[src/rtl/pfd_pkg.sv]
package pfd_pkg;
  typedef enum logic [1:0] {
    ST_NORMAL = 2'd0,
    ST_DESEL  = 2'd1,
    ST_ONBAT  = 2'd2,
    ST_RECOV  = 2'd3
  } pwr_state_e;
endpackage

[src/rtl/pfd_timer.sv]
module pfd_timer #(
  parameter int TREC_CYCLES = 16
) (
  input  logic clk_i,
  input  logic rst_ni,
  input  logic run_i,
  output logic done_o
);
  localparam int CW = $clog2(TREC_CYCLES + 1);
  localparam logic [CW-1:0] LAST = CW'(TREC_CYCLES - 1);

  logic [CW-1:0] cnt_q;

  always_ff @(posedge clk_i or negedge rst_ni) begin
    if (!rst_ni)      cnt_q <= '0;
    else if (!run_i)  cnt_q <= '0;
    else if (!done_o) cnt_q <= cnt_q + 1'b1;
  end

  assign done_o = run_i && (cnt_q == LAST);

  AST_CNT_BOUND: assert property (@(posedge clk_i) disable iff (!rst_ni)
    cnt_q <= LAST);
  AST_CNT_RESTART: assert property (@(posedge clk_i) disable iff (!rst_ni)
    !run_i |=> cnt_q == '0);
endmodule

[src/rtl/pfd_fsm.sv]
module pfd_fsm
  import pfd_pkg::*;
(
  input  logic       clk_i,
  input  logic       rst_ni,
  input  logic       pf_i,
  input  logic       so_i,
  input  logic       rec_done_i,
  output pwr_state_e state_o,
  output logic       bat_enter_o,
  output logic       bat_leave_o,
  output logic       abort_o
);
  pwr_state_e state_q, state_d;
  logic abort_q;

  always_comb begin
    state_d = state_q;
    unique case (state_q)
      ST_NORMAL: if (so_i) state_d = ST_ONBAT;
                 else if (pf_i) state_d = ST_DESEL;
      ST_DESEL:  if (so_i) state_d = ST_ONBAT;
                 else if (!pf_i) state_d = ST_RECOV;
      ST_ONBAT:  if (!so_i) state_d = pf_i ? ST_DESEL : ST_RECOV;
      ST_RECOV:  if (so_i) state_d = ST_ONBAT;
                 else if (pf_i) state_d = ST_DESEL;
                 else if (rec_done_i) state_d = ST_NORMAL;
      default:   state_d = ST_DESEL;
    endcase
  end

  always_ff @(posedge clk_i or negedge rst_ni) begin
    if (!rst_ni) begin
      state_q <= ST_NORMAL;
      abort_q <= 1'b0;
    end else begin
      state_q <= state_d;
      abort_q <= (state_q == ST_NORMAL) && (state_d != ST_NORMAL);
    end
  end

  assign state_o     = state_q;
  assign abort_o     = abort_q;
  assign bat_enter_o = (state_q != ST_ONBAT) && (state_d == ST_ONBAT);
  assign bat_leave_o = (state_q == ST_ONBAT) && (state_d != ST_ONBAT);

  AST_PF_LEAVES_NORMAL: assert property (@(posedge clk_i) disable iff (!rst_ni)
    (pf_i || so_i) |=> state_q != ST_NORMAL);
  AST_ABORT_SINGLE: assert property (@(posedge clk_i) disable iff (!rst_ni)
    abort_q |=> !abort_q);
  AST_RECOV_HOLDS: assert property (@(posedge clk_i) disable iff (!rst_ni)
    (state_q == ST_RECOV && !pf_i && !so_i && !rec_done_i) |=> state_q == ST_RECOV);
endmodule

[src/rtl/pfd_sleep.sv]
module pfd_sleep (
  input  logic clk_i,
  input  logic rst_ni,
  input  logic wr_en_i,
  input  logic wdata_i,
  input  logic bat_enter_i,
  input  logic bat_leave_i,
  input  logic bat_sel_i,
  output logic armed_o,
  output logic iso_o,
  output logic lost_o
);
  logic armed_q, iso_q, lost_q;

  always_ff @(posedge clk_i or negedge rst_ni) begin
    if (!rst_ni) begin
      armed_q <= 1'b0;
      iso_q   <= 1'b0;
      lost_q  <= 1'b0;
    end else begin
      if (wr_en_i) armed_q <= wdata_i;
      if (bat_enter_i && armed_q) begin
        iso_q  <= 1'b1;
        lost_q <= 1'b1;
      end else if (bat_leave_i) begin
        iso_q  <= 1'b0;
      end
    end
  end

  assign armed_o = armed_q;
  assign iso_o   = iso_q;
  assign lost_o  = lost_q;

  AST_ISO_ON_BAT: assert property (@(posedge clk_i) disable iff (!rst_ni)
    iso_q |-> bat_sel_i);
  AST_LOST_STICKY: assert property (@(posedge clk_i) disable iff (!rst_ni)
    lost_q |=> lost_q);
  AST_ARM_HOLD: assert property (@(posedge clk_i) disable iff (!rst_ni)
    !wr_en_i |=> $stable(armed_q));
endmodule

[src/rtl/pfd_seq_top.sv]
module pfd_seq_top
  import pfd_pkg::*;
#(
  parameter int TREC_CYCLES = 16
) (
  input  logic clk_i,
  input  logic rst_ni,
  input  logic pf_flag_i,
  input  logic so_flag_i,
  input  logic slp_wr_i,
  input  logic slp_wdata_i,
  output logic deselect_o,
  output logic sys_rst_o,
  output logic bat_sel_o,
  output logic out_hiz_o,
  output logic abort_o,
  output logic ram_iso_o,
  output logic slp_arm_o,
  output logic ram_data_lost_o
);
  pwr_state_e state;
  logic rec_done, bat_enter, bat_leave, normal;

  pfd_timer #(.TREC_CYCLES(TREC_CYCLES)) u_timer (
    .clk_i  (clk_i),
    .rst_ni (rst_ni),
    .run_i  (state == ST_RECOV),
    .done_o (rec_done)
  );

  pfd_fsm u_fsm (
    .clk_i       (clk_i),
    .rst_ni      (rst_ni),
    .pf_i        (pf_flag_i),
    .so_i        (so_flag_i),
    .rec_done_i  (rec_done),
    .state_o     (state),
    .bat_enter_o (bat_enter),
    .bat_leave_o (bat_leave),
    .abort_o     (abort_o)
  );

  assign normal     = (state == ST_NORMAL);
  assign deselect_o = !normal;
  assign sys_rst_o  = !normal;
  assign bat_sel_o  = (state == ST_ONBAT);
  assign out_hiz_o  = bat_sel_o;

  pfd_sleep u_sleep (
    .clk_i       (clk_i),
    .rst_ni      (rst_ni),
    .wr_en_i     (slp_wr_i && normal),
    .wdata_i     (slp_wdata_i),
    .bat_enter_i (bat_enter),
    .bat_leave_i (bat_leave),
    .bat_sel_i   (bat_sel_o),
    .armed_o     (slp_arm_o),
    .iso_o       (ram_iso_o),
    .lost_o      (ram_data_lost_o)
  );

  AST_SO_TO_BAT: assert property (@(posedge clk_i) disable iff (!rst_ni)
    so_flag_i |=> bat_sel_o);
  AST_NO_SO_MAIN: assert property (@(posedge clk_i) disable iff (!rst_ni)
    !so_flag_i |=> !bat_sel_o);
  AST_PF_DESEL: assert property (@(posedge clk_i) disable iff (!rst_ni)
    pf_flag_i |=> deselect_o && sys_rst_o);
  AST_WR_BLOCKED: assert property (@(posedge clk_i) disable iff (!rst_ni)
    (slp_wr_i && deselect_o) |=> $stable(slp_arm_o));
endmodule

[config.mk]
export PLATFORM = sky130hd
export DESIGN_NAME = pfd_seq_top
export DESIGN_NICKNAME = d
export VERILOG_FILES = /design/src/rtl/pfd_pkg.sv /design/src/rtl/pfd_timer.sv /design/src/rtl/pfd_fsm.sv /design/src/rtl/pfd_sleep.sv /design/src/rtl/pfd_seq_top.sv
export SDC_FILE = /design/constraint.sdc
export NUM_CORES = 1
export LEC_CHECK = 0
export ABC_AREA = 1
export BUFFER_PORTS_ARGS = -buffer_cell sky130_fd_sc_hd__clkbuf_2
export CAP_MARGIN = 20
export CORE_AREA = 2 2 39 41
export CTS_CLUSTER_SIZE = 8
export DETAILED_ROUTE_END_ITERATION = 8
export DIE_AREA = 0 0 41 43
export PLACE_DENSITY_LB_ADDON = 0.3
export SYNTH_ARGS = -nofsm -noshare
export SYNTH_HDL_FRONTEND = slang
export SYNTH_SLANG_ARGS = --single-unit
export TNS_END_PERCENT = 30
[constraint.sdc]
create_clock -name clk_i -period 3.8 [get_ports clk_i]
set_input_delay 0 -clock clk_i [delete_from_list [all_inputs] [get_ports clk_i]]
set_output_delay 0 -clock clk_i [all_outputs]
set_load 0.01 [all_outputs]
==> results by group <==
Drt
  • Vias: 458
  • DR WL/cell: 10.2 µm
  • Vias/cell: 4.53
  • Final WL: 1030 µm
  • DRT Pass-1 Iters: 4
  • Final ANT Viol Nets: 0
  • Post-route DRC violation count: 0
  • First DRT Iteration DRCs: 7

Floorplan
  • Initial Util: 0.395
  • Core Region: 0.00138 mm²
  • Die Width: 41 µm
  • Die area: 0.00176 mm²
  • I/O pin total: 14
  • Rows: 14
  • Chip height: 43 µm

Worst setup path
  • CP peak stage delay: 400 ps
  • Worst Setup Start Kind: flip-flop
  • Cell Chain, Critical Path: ha_1, and3_1, ha_1, nor2_1, nand3_1, nand2_1, nor2_1
  • Kind of critical path: flip-flop to flip-flop
  • CP max-delay cell: dfrtp_1
  • Critical-path maximum fanout: 5
  • Crit path capture type: flip-flop
  • CP arrival: 1710 ps
  • CP Data Required Time: 3960 ps

Clock network
  • CTS buffer count: 3
  • Post_cts resized: 0
  • Root Buffer: clkbuf_4
  • CTS max path bufs: 2
  • Clk_lat worst skew: 270 ps
  • Clock sink count: 11
  • CTS tree: done
  • CTS HTree Levels: 1
  • Clock slew at reported path FFs: 80 ps

Global route
  • Vias in the first global route: 404
  • Initial antenna violation count: 0
  • Total GRT Usage: 0.149
  • GRT overflow: 0
  • Global-route wire length before repair: 1660 µm
  • Largest net degree at the start of global routing: 12

STA
  • Setup TNS: 0 ps
  • Slew margin rel.: 0.811
  • Worst slew pin tran: 284 ps
  • Final worst path period share: 0.407
  • Fmax: 646 MHz
  • RSZ-0062 raised after global routing: no
  • WHS: 4.86 ps
  • Fin crit period: 1550 ps
  • Final Skew: 2.95 ps
  • Max-slew violations: 0
  • Final Hold Vio Count: 0
  • Fin worst setup slack: 2250 ps
  • # setup viols final: 0

Yosys
  • Top FF cell, synth: dfrtp_1
  • Unique cell type count in the Yosys netlist: 15
  • Sequential area share after synthesis: 0.503
  • Yosys top cell area share: 0.503
  • Top cell type by total area after synthesis: dfrtp_1
  • Mapped Area: 547 µm²
  • Fraction of registers with async set or reset after synthesis: 1.00
  • Post-synth EDFFs: 0
  • Warnings from Yosys: 0
  • Mean Syn Cell Area: 8.04 µm²
  • Post-synth top cells: nand2_1 (17), dfrtp_1 (11), inv_1 (11)
  • Synth area leaders: dfrtp_1 (50%), nand2_1 (12%), inv_1 (7.6%)
  • Syn Nets: 76
  • Cells after synthesis: 68
  • Count leader, synth: nand2_1
  • Seq cells post-synth: 11

Pwr
  • Pwr per Cell Area: 572 mW/mm²
  • Leak pwr: 0.394 nW
  • Worst IR Drop VDD: 0.240 mV

Layout
  • Area Growth Syn to Fin: 21.5%
  • Nets: 94
  • Number of diodes: 0
  • Share of layout cells above drive strength 1: 0.235

Min path
  • Hold Path Class: primary input to flip-flop

Place
  • Place WS: 2250 ps
  • PortBufs: 13
  • DP Wirelength: 794 µm
  • Final Wtd Congestion: 0.788

Flow run
  • Maxcap violations: 0

Status
  • Run status: finished clean
==> sequential cells by signal (all words and copies together), names as in the netlist <==
name,cells
u_fsm.abort_o,1
u_sleep.iso_o,1
u_sleep.armed_o,1
u_fsm.state_o,2
u_timer.cnt_q,5
u_sleep.lost_o,1
==> report_power, final <==
group / total (W) / internal, W / switching (W)
sequential: 0.000166 / 0.000146 / 0.0000198
combinational: 0.000134 / 0.0000517 / 0.0000818
clock: 0.0000802 / 0.0000389 / 0.0000413
==> cell usage in the layout, fill, tap and decap left out <==
cell type	count
o211ai_1	1
ha_1	2
nand2_1	17
and3_1	1
nor2_1	7
inv_1	11
a21oi_1	4
dfrtp_1	11
nand3_1	6
clkinv_2	1
nand2_4	1
dlygate4sd3_1	2
o21ai_0	1
clkbuf_2	13
a211oi_1	1
clkbuf_4	3
nor3_1	1
inv_2	2
==> worst max-delay path: cells and delay by family (launching register included) <==
family,cells,cell delay (ps)
flip-flops,1,400
adder cells (fa/ha/maj),2,470
AND/OR/NAND/NOR,5,570
==> stage by stage <==
step,std cells,utilization,cell area (µm²),power (W)
after floorplan,68,-,547,0.000264
after global placement,95,0.446,617,0.000300
after detailed placement,95,0.446,617,0.000304
after CTS,101,0.480,664,0.000388
after global routing,101,0.480,664,0.000414
final,101,0.480,664,0.000380
==> repair_timing <==
item	4_1_cts	5_1_grt
buffers inserted	0	0
endpoints found under the setup margin	0	0
hold buffers	2	0
hold endpoints to repair	12	0
==> worst paths after layout <==
check / startpoint / end / slack, ps / cells past startpoint
max in group asynchronous: rst_ni / u_timer.cnt_q[1] / 3440 / 2
min reg2reg: u_sleep.lost_o / u_sleep.lost_o / 480 / 2
min: so_flag_i / u_fsm.abort_o / 5 / 3
max: u_timer.cnt_q[0] / u_timer.cnt_q[3] / 2250 / 7
min in group asynchronous: rst_ni / u_sleep.iso_o / 130 / 2
max reg2reg: u_timer.cnt_q[0] / u_timer.cnt_q[3] / 2250 / 7
==> layer usage <==
layer | track usage | vias to the layer above | wire, µm
li1 | - | 244 | -
met1 | 0.172 | 202 | 446
met2 | 0.213 | 10 | 520
met3 | 0.0785 | 2 | 53
met4 | 0.0800 | 0 | 10
met5 | 0 | - | 0
==> final cells by class <==
type | count | area (µm²)
Multi-Input combinational cell | 42 | 208
Sequential cell | 11 | 275
Tap cell | 16 | 20.0
Fill cell | 147 | 719
Clock buffer | 3 | 22.5
Clock inverter | 1 | 5.00
Inverter | 13 | 48.8
Timing Repair Buffer | 15 | 85.1
==> logic make-up (layout without fill, tap and decap cells) <==
| logic type | count (synthesis) | after routing | synth area share |
|---|---|---|---|
| buffers and inverters | 15 | 32 | 0.117 |
| AOI/OAI and AO/OA | 7 | 7 | 0.0732 |
| adders and majority gates | 2 | 2 | 0.0458 |
| DFF | 11 | 11 | 0.503 |
| and+or+nand+nor | 33 | 33 | 0.261 |
Note: power is estimated with default switching activity, not from simulation.
